**src/rtl/seg_scan_pkg.sv**
```systemverilog
package seg_scan_pkg;

    localparam int SEG_W   = 7;
    localparam int NIBBLE_W = 4;

    typedef logic [SEG_W-1:0]    seg_code_t;
    typedef logic [NIBBLE_W-1:0] nibble_t;

endpackage

```
**src/rtl/seg_clk_div.sv**
```systemverilog
module seg_clk_div #(
    parameter int DIV_W = 24,
    parameter int TAP   = 17
) (
    input  logic clk,
    input  logic rst,
    output logic tick_o
);

    typedef struct packed {
        logic [DIV_W-1:0] cnt;
        logic             tap;
    } div_state_t;

    div_state_t div_d, div_q;

    always_comb begin
        div_d     = div_q;
        div_d.cnt = div_q.cnt + DIV_W'(1);
        div_d.tap = div_q.cnt[TAP];
        if (rst) begin
            div_d = '0;
        end
    end

    always_ff @(posedge clk) begin
        div_q <= div_d;
    end

    // One tick when the tap bit rises
    assign tick_o = div_q.cnt[TAP] & ~div_q.tap;

    p_count_step_r1: assert property (@(posedge clk) disable iff (rst)
        1'b1 |=> div_q.cnt == DIV_W'($past(div_q.cnt) + DIV_W'(1)));

    p_tick_gap_r1: assert property (@(posedge clk) disable iff (rst)
        tick_o |=> !tick_o);

endmodule

```
**src/rtl/seg_digit_scan.sv**
```systemverilog
module seg_digit_scan #(
    parameter int N_DIG  = 4,
    parameter int SLOT_W = (N_DIG > 1) ? $clog2(N_DIG) : 1
) (
    input  logic              clk,
    input  logic              rst,
    input  logic              tick_i,
    input  logic [N_DIG-1:0]  en_i,
    output logic [SLOT_W-1:0] slot_o,
    output logic [N_DIG-1:0]  anode_o
);

    localparam logic [SLOT_W-1:0] LAST_SLOT = SLOT_W'(N_DIG - 1);

    typedef struct packed {
        logic [SLOT_W-1:0] slot;
    } scan_state_t;

    scan_state_t scan_d, scan_q;

    always_comb begin
        scan_d = scan_q;
        if (tick_i) begin
            if (scan_q.slot == LAST_SLOT) begin
                scan_d.slot = '0;
            end else begin
                scan_d.slot = scan_q.slot + SLOT_W'(1);
            end
        end
        if (rst) begin
            scan_d = '0;
        end
    end

    always_ff @(posedge clk) begin
        scan_q <= scan_d;
    end

    assign slot_o = scan_q.slot;

    // Slot k lights the anode at bit N_DIG-1-k, gated by its enable
    for (genvar p = 0; p < N_DIG; p++) begin : g_anode
        assign anode_o[p] = en_i[p] && (scan_q.slot == SLOT_W'(N_DIG - 1 - p));
    end

    p_onehot_r4: assert property (@(posedge clk) disable iff (rst)
        $onehot0(anode_o));

    p_gate_r3: assert property (@(posedge clk) disable iff (rst)
        (anode_o & ~en_i) == '0);

    p_hold_r1: assert property (@(posedge clk) disable iff (rst)
        !tick_i |=> $stable(scan_q.slot));

    p_restart_r8: assert property (@(posedge clk) disable iff (rst)
        $fell(rst) |-> scan_q.slot == '0);

endmodule

```
**src/rtl/seg_hex_dec.sv**
```systemverilog
module seg_hex_dec
    import seg_scan_pkg::*;
(
    input  nibble_t   nib_i,
    output seg_code_t seg_n_o
);

    // Bit 6 = segment a ... bit 0 = segment g, low lights
    always_comb begin
        case (nib_i)
            4'h0: seg_n_o = 7'b0000001;
            4'h1: seg_n_o = 7'b1001111;
            4'h2: seg_n_o = 7'b0010010;
            4'h3: seg_n_o = 7'b0000110;
            4'h4: seg_n_o = 7'b1001100;
            4'h5: seg_n_o = 7'b0100100;
            4'h6: seg_n_o = 7'b0100000;
            4'h7: seg_n_o = 7'b0001101;
            4'h8: seg_n_o = 7'b0000000;
            4'h9: seg_n_o = 7'b0000100;
            4'hA: seg_n_o = 7'b0001000;
            4'hB: seg_n_o = 7'b1100000;
            4'hC: seg_n_o = 7'b0110001;
            4'hD: seg_n_o = 7'b1000010;
            4'hE: seg_n_o = 7'b0110000;
            default: seg_n_o = 7'b0111000;
        endcase
    end

    always_comb begin
        if (nib_i == 4'h8) begin
            p_all_lit_r6: assert (seg_n_o == '0);
        end
        if (nib_i == 4'h1) begin
            p_two_lit_r6: assert ($countones(~seg_n_o) == 2);
        end
    end

endmodule

```
**src/rtl/seg_scan_top.sv**
```systemverilog
module seg_scan_top
    import seg_scan_pkg::*;
#(
    parameter int N_DIG = 4,
    parameter int DIV_W = 24,
    parameter int TAP   = 17
) (
    input  logic                    clk,
    input  logic                    rst,
    input  logic [N_DIG*NIBBLE_W-1:0] digit_val,
    input  logic [N_DIG-1:0]        digit_en,
    output logic [N_DIG-1:0]        anode,
    output logic [SEG_W-1:0]        seg_n
);

    localparam int SLOT_W = (N_DIG > 1) ? $clog2(N_DIG) : 1;

    logic              tick;
    logic [SLOT_W-1:0] slot;
    logic [SLOT_W-1:0] digit_idx;
    nibble_t           nib_arr [N_DIG];
    nibble_t           nib_sel;

    seg_clk_div #(
        .DIV_W (DIV_W),
        .TAP   (TAP)
    ) u_div (
        .clk    (clk),
        .rst    (rst),
        .tick_o (tick)
    );

    seg_digit_scan #(
        .N_DIG  (N_DIG),
        .SLOT_W (SLOT_W)
    ) u_scan (
        .clk     (clk),
        .rst     (rst),
        .tick_i  (tick),
        .en_i    (digit_en),
        .slot_o  (slot),
        .anode_o (anode)
    );

    for (genvar g = 0; g < N_DIG; g++) begin : g_nib
        assign nib_arr[g] = digit_val[g*NIBBLE_W +: NIBBLE_W];
    end

    // Same index as the anode lit by this slot
    assign digit_idx = SLOT_W'(N_DIG - 1) - slot;
    assign nib_sel   = nib_arr[digit_idx];

    seg_hex_dec u_dec (
        .nib_i   (nib_sel),
        .seg_n_o (seg_n)
    );

endmodule

```
**config.mk**
```make
export PLATFORM = sky130hd
export DESIGN_NAME = seg_scan_top
export DESIGN_NICKNAME = d
export VERILOG_FILES = /design/src/rtl/seg_scan_pkg.sv /design/src/rtl/seg_clk_div.sv /design/src/rtl/seg_digit_scan.sv /design/src/rtl/seg_hex_dec.sv /design/src/rtl/seg_scan_top.sv
export SDC_FILE = /design/constraint.sdc
export NUM_CORES = 1
export LEC_CHECK = 0
export ABC_AREA = 1
export BUFFER_PORTS_ARGS = -buffer_cell sky130_fd_sc_hd__buf_2
export CORE_MARGIN = 5
export CORE_UTILIZATION = 40
export CTS_CLUSTER_DIAMETER = 30
export DETAILED_ROUTE_END_ITERATION = 10
export HOLD_SLACK_MARGIN = 0.02
export PLACE_DENSITY_LB_ADDON = 0.08
export SYNTH_ARGS = -nofsm -noshare
export SYNTH_HDL_FRONTEND = slang
export SYNTH_SLANG_ARGS = --single-unit
export TNS_END_PERCENT = 1
```
**constraint.sdc**
```tcl
create_clock -name clk -period 1.7 [get_ports clk]
set_clock_uncertainty 0.05 [all_clocks]
set_input_delay 0.34 -clock clk [delete_from_list [all_inputs] [get_ports clk]]
set_output_delay 0.34 -clock clk [all_outputs]
set_load 0.03 [all_outputs]
```
-- After elaboration in Yosys (flattened, before gate mapping)
Memories as Yosys holds them, arrays and structs flattened.
Cells that the tools add are included.
- register bits after elaboration: 27
- bits in read-only memories: 112
- bits of input ports: 22
- output and inout port bits: 11
- logic and storage cells: 23
- memories: 1
- add/sub/neg operators: 3
- $lt $le $gt $ge: 1
- eq/ne operators: 3
- mux-type cells: 4
- bitwise operators: 3
- reduce and logical (&&, ||, !) cells: 5
- memories (name ; words ; width ; read ports ; clocked after memory_dff ; write ports ; RTL line ; source):
    (name not given) ; 16 ; 7 ; 1 ; 0 ; 0 ; seg_hex_dec.sv:10 ; case (nib_i)
- operators with widths (operator ; number):
    $add 24x1->24 const B ; 1
    $bmux 4 s2 ; 1
    $mux 4 ; 2
    $eq 2x2->1 const B ; 2
    $logic_and 1x1->1 ; 4
    $ge 3x3->1 const B ; 1
    $not 2->3 ; 1
    $add 2x1->2 const B ; 1
    $eq 2x1->1 const B ; 1
    $logic_not 2->1 ; 1
    $mux 2 ; 1
    $sub 2x2->2 const A ; 1
    $and 1x1->1 ; 1
    $not 1->1 ; 1

-- Logic depth before layout (Yosys ltp)
Gate-level depths: netlist of run 1.
An unclocked memory read counts as a cell.
- depth in word-level cells: 6
- depth in mapped cells: 11
- depth with buffers taken out: 10

-- By module
A second synthesis of run 1 with hierarchy kept.
- cells, all modules: 255
- area total of the unflattened synthesis: 1551.5 µm²
- modules (own cells, without submodules) (module ; times used ; cells each ; area each (µm²) ; sequential area each (µm²)):
    seg_clk_div ; 1 ; 133 ; 894.6 ; 380.4
    seg_hex_dec ; 1 ; 49 ; 289.0 ; 0.0
    seg_scan_top ; 1 ; 47 ; 196.4 ; 0.0
    seg_digit_scan ; 1 ; 26 ; 171.4 ; 40.0

-- Worst setup path after synthesis of run 1
No wires, ideal clock.
- path type: reg2out
- from: register u_scan.scan_q (netlist bit u_scan.slot_o[0])
- to: output seg_n[1]
- arrival: 1.634 ns
- data required time: 1.310 ns
- path slack: -0.324 ns
- cell stages (with the launch flop): 10
- path buffers: 1
- cells stage by stage: dfxtp_1 buf_4 inv_4 nand2_1 nand3_1 nand2_1 inv_2 ha_1 nand3_1 o21ai_1
- word-level cells in the longest chain between the ends: 6
- ends and longest elaborated chain (what ; RTL line ; source):
    from (decl) ; seg_digit_scan.sv:19 ; scan_state_t scan_d, scan_q;
    from (signal assigned) ; seg_digit_scan.sv:36 ; scan_q <= scan_d;
    $sub 2x2->2 ; seg_scan_top.sv:50 ; assign digit_idx = SLOT_W'(N_DIG - 1) - slot;
    $not 2->3 (implied by the code) ; seg_scan_top.sv:51 ; assign nib_sel = nib_arr[digit_idx];
    $bmux 4 s2 ; seg_scan_top.sv:51 ;
    $mux 4 (implied by the code) (2 in series) ; seg_scan_top.sv:51 ;
    $mem_v2 16x7 ; -- ;
    to (decl) ; seg_scan_top.sv:13 ; output logic [SEG_W-1:0] seg_n
Every way passes these cells. The select of a mux whose other input is x is not followed.

-- Worst setup path after layout of run 1
- from: register u_scan.scan_q (netlist bit u_scan.slot_o[0])
- to: output seg_n[3]
The elaborated chain is that of the path after synthesis.

==> results of run 1 <==
final timing paths:
check	from	to	slack [ps]	cells after the start
max	u_scan.slot_o[0]	seg_n[3]	-440	10
min	rst	u_div.div_q[2]	240	2
max reg2reg	u_div.div_q[2]	u_div.div_q[15]	320	8
min reg2reg	u_div.div_q[18]	u_div.div_q[0]	410	2
sequential cells by signal, summed over array words and instances, names as in the netlist:
signal / cells
u_scan.slot_o: 2
u_div.div_q: 19
routing by layer:
layer | wire length, um | track usage (%)
met1 | 1560 | 18.0
met2 | 1640 | 25.8
met3 | 156 | 2.73
met4 | 61 | 5.74
met5 | 0 | 0
worst max-delay path, cell delays in order (launching register included):
cell	delay [ps]
dfxtp_4	420
inv_8	60
nand2_2	60
nand3_2	70
nand2_4	120
ha_4	210
nand3b_1	150
nand2_1	90
nand2_2	70
nand2_4	60
buf_6	120
per-stage QoR:
step                utilization [%]  setup slack, ps  setup TNS [ps]
floorplan                         -            -28.0           -56.1
global placement               56.7             -172            -924
detailed placement             56.7             -174            -943
CTS                            60.7             -437           -2850
global route                   61.6             -522           -3730
finish                         61.6             -436           -2680
cells by family (layout without fill, tap and decap cells):
kind of cell	count (synthesis)	after routing	synth area share (%)
DFF	21	21	28.9
AOI/OAI and AO/OA	22	22	7.75
buffers and inverters	27	79	7.41
adders and majority gates	10	10	8.61
and+or+nand+nor	133	133	44.3
xor gates and xnor gates	5	5	3.02
area by class of cell:
type                            count  area share [%]
Timing Repair Buffer               50            18.1
Multi-Input combinational cell    170            52.4
Tap cell                           46            2.73
Clock buffer                        4            1.25
Inverter                           25            5.17
Sequential cell                    21            20.3
timing repair:
item,in CTS,in global routing
endpoints found under the hold margin,0,0
resized for setup,33,10
hold buffers,0,0
setup endpoints to repair,11,11
pin swaps,7,2
buffers inserted,1,0
layout by cell type (no fill, tap or decap), drive strengths merged:
cell type,n
a21oi,12
and2,1
buf,50
clkbuf,4
dfxtp,21
ha,10
inv,25
nand2,72
nand3,24
nand3b,2
nand4,3
nor2,29
nor3,1
o21a,1
o21ai,9
or2,1
xnor2,3
xor2,2
power groups by stage:
stage	sequential, uW	combinational [uW]	clock (uW)
after floorplan	515	133	0
after global placement	516	204	0
after detailed placement	516	204	0
after CTS	501	231	248
after global routing	503	258	276
final	501	237	238
==> results.toml, run 1 <==
[floorplanning]
dieArea_mm2 = 0.00494
start_util_pct = 42.5
ios = 33
core_mm2 = 0.00342
die_width_um = 70.3
rows = 21
die_h_um = 70.3

[synthesis]
synth.distinct_cells = 27
seq_area_frac_synth_pct = 28.9
synthTopCellsByArea = "dfxtp_1 (29%), nand2_1 (17%), ha_1 (8.6%), nand3_1 (6.9%), nor2_1 (6.2%)"
synth_edf_count = 0
syn_nets = 250
ys_warn_count = 0
synth_most_common_cell = "nand2_1"
avgSynthCellArea_um2 = 6.66
synth_flop_cell = "dfxtp_1"
async_reset_ff_share_pct = 0
netlist_top_cells_count = "nand2_1 (64), nor2_1 (24), dfxtp_1 (21), inv_1 (20), nand3_1 (20)"
yosysTopAreaCell = "dfxtp_1"
synth-seq-cells = 21
synthesis.area_mm2 = 0.00145
yosys.area.top_type_share_pct = 28.9
synth_cells = 218

[finish]
nFillCells = 330
stdcell_area_mm2 = 0.00210
regArea_um2 = 428
syn_to_final_growth_pct = 44.9
diodes = 0
multi_input_area_mm2 = 0.00110
drive_above_1_share_pct = 41.5
finalNonFillerCells = 316
nNetsFinal = 303

[timing]
clock.fmax_mhz = 468
setup_viol = 10
max_slew_margin_pct = 78.6
fin_crit_sh_pct = 126
min_period_ps = 2140
timing.final.ws_setup_ps = -436
hold_viol = 0
tightestPinTransition_ps = 319
rsz0062_at_grt = "true"
whs_ps = 237
finalMaxSlewViolations = 0

[detailed_routing]
final_antenna_net_count = 0
routed-via-count = 1479
wl_per_cell_um = 10.8
wl_um = 3420
post-route-drc-count = 0
via_per_inst = 4.68
drtPass1Iterations = 4
drtIter0Drc = 95

[clock_tree]
insertion_delay_ps = 310
cts.path.max_buffers = 2
htreeDepth = 1
cts_root_buffer = "clkbuf_4"
cts_tree = "built"
clkTransAtPathRegs_ps = 100
cts_buffers = 3
cts.sinks = 21

[pwr]
swShare_pct = 28.9
p_sw_uw = 282
vdd_drop_max_v = 0.000494
power_uw = 976
leakagePower_uw = 0.000919
seqPwrFrac_pct = 51.3
pwr-share-clk_pct = 24.4
p_int_uw = 693
powerDensity_mw_per_mm2 = 464
p_comb_share_pct = 24.3

[setup_path]
critPathLaunchType = "register"
critPathArrivalTime_ps = 1750
cp_data_required_time_ps = 1310
cp_max_fo = 8
endpoint_kind = "primary output"
critPathKind = "reg2out"

[outcome]
violations = "setup timing"
status = "finished with violations"

[global_routing]
grt_use_total_pct = 14.9
overflow = 0
grt_pass1_wl_um = 6110
grt_pass1_vias = 1401
antenna_found_initial = 0
grt_max_degree = 12

[placed_design]
place_area_mm2 = 0.00194
io_buffers = 32
dp_hpwl_um = 2650
dp.cells = 311
place.gp.congestion = 0.795

[min_path]
hold_class = "in2reg"

[flow_run]
maxCapViolCount = 0
Note: power is estimated with default switching activity, not from simulation.
==> inputs of run 2 (changes only) <==
CORE_UTILIZATION = 27   (was 40)
CTS_CLUSTER_SIZE = 8   (was unset)
GPL_ROUTABILITY_DRIVEN = 0   (was unset)
==> results.toml, run 2 (synthesis results as in run 1) <==
[floorplanning]
ios = 33
core_mm2 = 0.00517
dieArea_mm2 = 0.00695
rows = 26
die_width_um = 83.4
die_h_um = 83.4
start_util_pct = 28.1

[detailed_routing]
routed-via-count = 1461
wl_um = 3580
drtIter0Drc = 23
drtPass1Iterations = 6
via_per_inst = 4.28
wl_per_cell_um = 10.5
post-route-drc-count = 0
final_antenna_net_count = 0

[setup_path]
endpoint_kind = "primary output"
crit_chain = "inv_8, nand2_4, nand3_4, nand2_4, ha_4, nand3b_1, nand2_1, nand2_2, nand2_4, buf_6"
critPathArrivalTime_ps = 1670
r2r_slack_ps = 270
critPathKind = "reg2out"
critPathBufInv = 2
critPathLaunchType = "register"
cp_data_required_time_ps = 1310
crit_family = "simple AND/OR/NAND/NOR gates"
slowest_stage = "dfxtp_4"
cp_max_fo = 7
worst_path_most_repeated_cell = "nand2_4"
cpPeakStageDelay_ps = 420

[outcome]
violations = "setup timing"
status = "finished with violations"

[global_routing]
overflow = 0
grt_max_degree = 12
grt_pass1_wl_um = 6020
grt_util_met3_pct = 2.38
grt.busiest_layer = "met2"
grt_use_met1_pct = 12.9
antenna_found_initial = 0
grt_use_total_pct = 10.1
use_met2_pct = 16.8
grt_pass1_vias = 1374

[timing]
finalMaxSlewViolations = 0
fin_crit_sh_pct = 121
clock.fmax_mhz = 486
rsz0062_at_grt = "true"
min_period_ps = 2060
whs_ps = 320
fin_setup_tns_ps = -2410
timing.final.ws_setup_ps = -356
tightestPinTransition_ps = 258
setup_viol = 9
hold_viol = 0
max_slew_margin_pct = 82.7

[finish]
syn_to_final_growth_pct = 50.6
nFillCells = 550
nNetsFinal = 304
regMostFlops = "u_div.div_q"
final_util_pct = 42.3
stdcell_area_mm2 = 0.00219
final_common_cell = "nand2_1"
finalNonFillerCells = 341
diodes = 0
final_cell_mix = "nand2_1 (47), nor2_1 (23), buf_2 (22)"
largest_reg_flops = 19
drive_above_1_share_pct = 42.1

[clock_tree]
clkTransAtPathRegs_ps = 70
cts.sinks = 21
cts.path.max_buffers = 2
cts_buffers = 3
insertion_delay_ps = 260
cts_tree = "built"
htreeDepth = 1
cts_hold_buf = 0
cts_root_buffer = "clkbuf_8"

[placed_design]
io_buffers = 32
place_area_mm2 = 0.00197
dp_hpwl_um = 2860
dp.cells = 335

[pwr]
powerDensity_mw_per_mm2 = 486
vdd_drop_max_v = 0.000331
leakagePower_uw = 0.000940

[flow_run]
maxCapViolCount = 0

[min_path]
hold_class = "in2reg"
[run 2: cell types whose count changed in the layout (fill, tap and decap cells not counted), sizes merged]
cell | previous run | this run
buf | 50 | 51
[run 2: worst paths after layout]
path	startpoint	endpoint	cells past startpoint
max	u_scan.slot_o[0]	seg_n[3]	10
min	rst	u_div.div_q[14]	2
max reg2reg	u_scan.slot_o[0]	u_scan.slot_o[0]	7
min reg2reg	u_div.div_q[18]	u_div.div_q[0]	2
[run 2: final cells by class]
| type | instances | area, um2 | share of cell area, % |
|---|---|---|---|
| multi-input combinational | 170 | 1150 | 52.4 |
| inverter | 25 | 106 | 4.86 |
| timing repair buffer | 51 | 374 | 17.1 |
| clock buffer | 4 | 45.0 | 2.06 |
| sequential | 21 | 428 | 19.6 |
| tap | 70 | 87.6 | 4.00 |
[run 2: worst reg2reg max path, stage by stage, from the launching register on]
cell,delay [ps]
dfxtp_4,390
buf_4,140
buf_4,130
buf_4,130
ha_2,180
nor2_1,110
o21ai_0,100
a21oi_1,130
[run 2: what timing repair did]
item / 4_1_cts / 5_1_grt
resized for setup: 28 / 17
buffers inserted: 2 / 0
setup endpoints to repair: 11 / 11
pin swaps: 7 / 11
endpoints found under the hold margin: 0 / 0
[run 2: power by group]
| group | switching (uW) | internal, uW |
|---|---|---|
| clock | 157 | 167 |
| combinational | 132 | 105 |
| sequential | 6.43 | 494 |
[run 2: stage by stage]
| stage | power, uW | setup WS [ps] |
|---|---|---|
| after floorplan | 648 | -28.0 |
| after global placement | 721 | -189 |
| after detailed placement | 719 | -209 |
| after CTS | 1080 | -367 |
| after global routing | 1120 | -442 |
| final | 1060 | -356 |
[run 2: routing by layer]
metal | vias up | routed length, um | part of all wire, %
met1 | 623 | 1660 | 47
met2 | 33 | 1650 | 46
met4 | 0 | 38 | 1.1
met3 | 6 | 225 | 6.3
li1 | 799 | - | -
met5 | - | 0 | 0
==> inputs of run 3 (changes only) <==
BUFFER_PORTS_ARGS = unset   (was -buffer_cell sky130_fd_sc_hd__buf_2)
DONT_BUFFER_PORTS = 1   (was unset)
RECOVER_POWER = 50   (was unset)
==> results.toml, run 3 (synthesis results as in run 1) <==
[setup_path]
worst_path_most_repeated_cell = "nand2_4"
r2r_end = "u_div.div_q[17]"
cpPeakStageDelay_ps = 410
r2r_start = "u_div.div_q[1]"
crit_chain = "inv_8, nand2_4, nand3_2, nand2_4, ha_4, nand3b_1, nand2_1, nand2_2, nand2_4"
cp_max_fo = 6
r2r_cells = 6
endpoint_kind = "primary output"
r2r_slack_ps = 220
slowest_stage = "dfxtp_4"
critPathLaunchType = "register"
critPathBufInv = 1
critPathKind = "reg2out"
critPathArrivalTime_ps = 1580
cp_data_required_time_ps = 1310
crit_family = "simple AND/OR/NAND/NOR gates"

[finish]
regMostFlops = "u_div.div_q"
final_util_pct = 38.4
stdcell_area_mm2 = 0.00199
syn_to_final_growth_pct = 36.7
final_common_cell = "nand2_1"
final_cell_mix = "nand2_1 (46), nor2_1 (25), dfxtp_1 (19)"
diodes = 0
largest_reg_flops = 19
nNetsFinal = 277
nFillCells = 544
drive_above_1_share_pct = 36.1

[pwr]
pwr-share-clk_pct = 31.4
p_int_uw = 742
powerDensity_mw_per_mm2 = 510
vdd_drop_max_v = 0.000381
leakagePower_uw = 0.000806
seqPwrFrac_pct = 49.6
p_comb_share_pct = 19.0
power_uw = 1010
swShare_pct = 26.8
p_sw_uw = 271

[min_path]
min_from = "rst"
worstHoldEndpoint = "u_div.div_q[13]"
hold_class = "in2reg"
hold_path_depth = 1

[flow_run]
maxCapViolCount = 0

[timing]
setup_viol = 7
finalMaxSlewViolations = 0
timing.final.ws_setup_ps = -271
min_period_ps = 1970
clock.fmax_mhz = 507
rsz0062_at_grt = "true"
hold_viol = 0
tightestPinTransition_ps = 522
fin_setup_tns_ps = -1740
max_slew_margin_pct = 65.1
fin_crit_sh_pct = 116

[detailed_routing]
routed-via-count = 1373
post-route-drc-count = 0
drtIter0Drc = 11
via_per_inst = 4.37
final_antenna_net_count = 0
wl_um = 3450
wl_per_cell_um = 11.0
drtPass1Iterations = 4

[floorplanning]
rows = 26
core_mm2 = 0.00517
die_h_um = 83.4
ios = 33
start_util_pct = 28.1
dieArea_mm2 = 0.00695
die_width_um = 83.4

[placed_design]
dp_hpwl_um = 2690
io_buffers = 0
place_area_mm2 = 0.00181
dp_slack_ps = -85.8

[clock_tree]
htreeDepth = 1
cts_buffers = 3
cts_hold_buf = 0
cts_tree = "built"
cts_root_buffer = "clkbuf_8"
cts.path.max_buffers = 2
clkTransAtPathRegs_ps = 70
cts.sinks = 21
insertion_delay_ps = 250

[global_routing]
grt_use_total_pct = 10.6
grt_pass1_wl_um = 6290
antenna_found_initial = 0
grt_max_degree = 15
grt_pass1_vias = 1399
overflow = 0

[outcome]
status = "finished with violations"
violations = "setup timing"
[run 3: cell count changes in the layout (fill, tap and decap cells not counted), sizes merged]
cell  previous run  this run
buf             51        23
inv             25        26
[run 3: how the worst max path moves through the flow]
| stage | start | to | slack (ps) | cells after the start |
|---|---|---|---|---|
| 3_3_place_gp | u_scan.slot_o[0] | seg_n[4] | -70 | 10 |
| 5_1_grt | u_scan.slot_o[0] | seg_n[3] | -360 | 9 |
| 2_1_floorplan | u_scan.slot_o[0] | seg_n[3] | -30 | 10 |
| 6_report | u_scan.slot_o[0] | seg_n[3] | -270 | 9 |
| 3_5_place_dp | u_scan.slot_o[0] | seg_n[4] | -90 | 10 |
| 4_1_cts | u_scan.slot_o[1] | seg_n[3] | -300 | 8 |
[run 3: cell type report]
class,count,area [um2],area share [%]
Timing Repair Buffer,23,200,10.1
Inverter,25,109,5.48
Sequential cell,21,425,21.4
Multi-Input combinational cell,170,1110,56.0
Timing Repair inverter,1,6.26,0.315
Tap cell,70,87.6,4.41
Clock buffer,4,45.0,2.27
[run 3: what timing repair did]
item                       4_1_cts  5_1_grt
pin swaps                        9       10
gates resized for setup         21        9
setup endpoints to repair        9       11
gates cloned                     1        0
buffers inserted                 2        4
[run 3: per-layer routing]
layer	global-route usage, %	vias up	wire (um)
met5	0	-	0
met4	2.97	0	22
met3	2.67	2	184
met2	17.6	30	1550
met1	13.5	596	1690
li1	-	745	-
[run 3: power by group through the flow]
stage               clock (uW)  combinational (uW)  sequential, uW
detailed placement           0                 169             516
CTS                        337                 181             502
finish                     318                 192             502
global route               365                 209             503
floorplan                    0                 133             515
global placement             0                 171             516
[run 3: through the flow]
| stage | instances | hold slack, ps |
|---|---|---|
| floorplan | 218 | 359 |
| global placement | 303 | 361 |
| detailed placement | 303 | 363 |
| CTS | 310 | 84.0 |
| global route | 314 | 74.6 |
| finish | 314 | 93.6 |
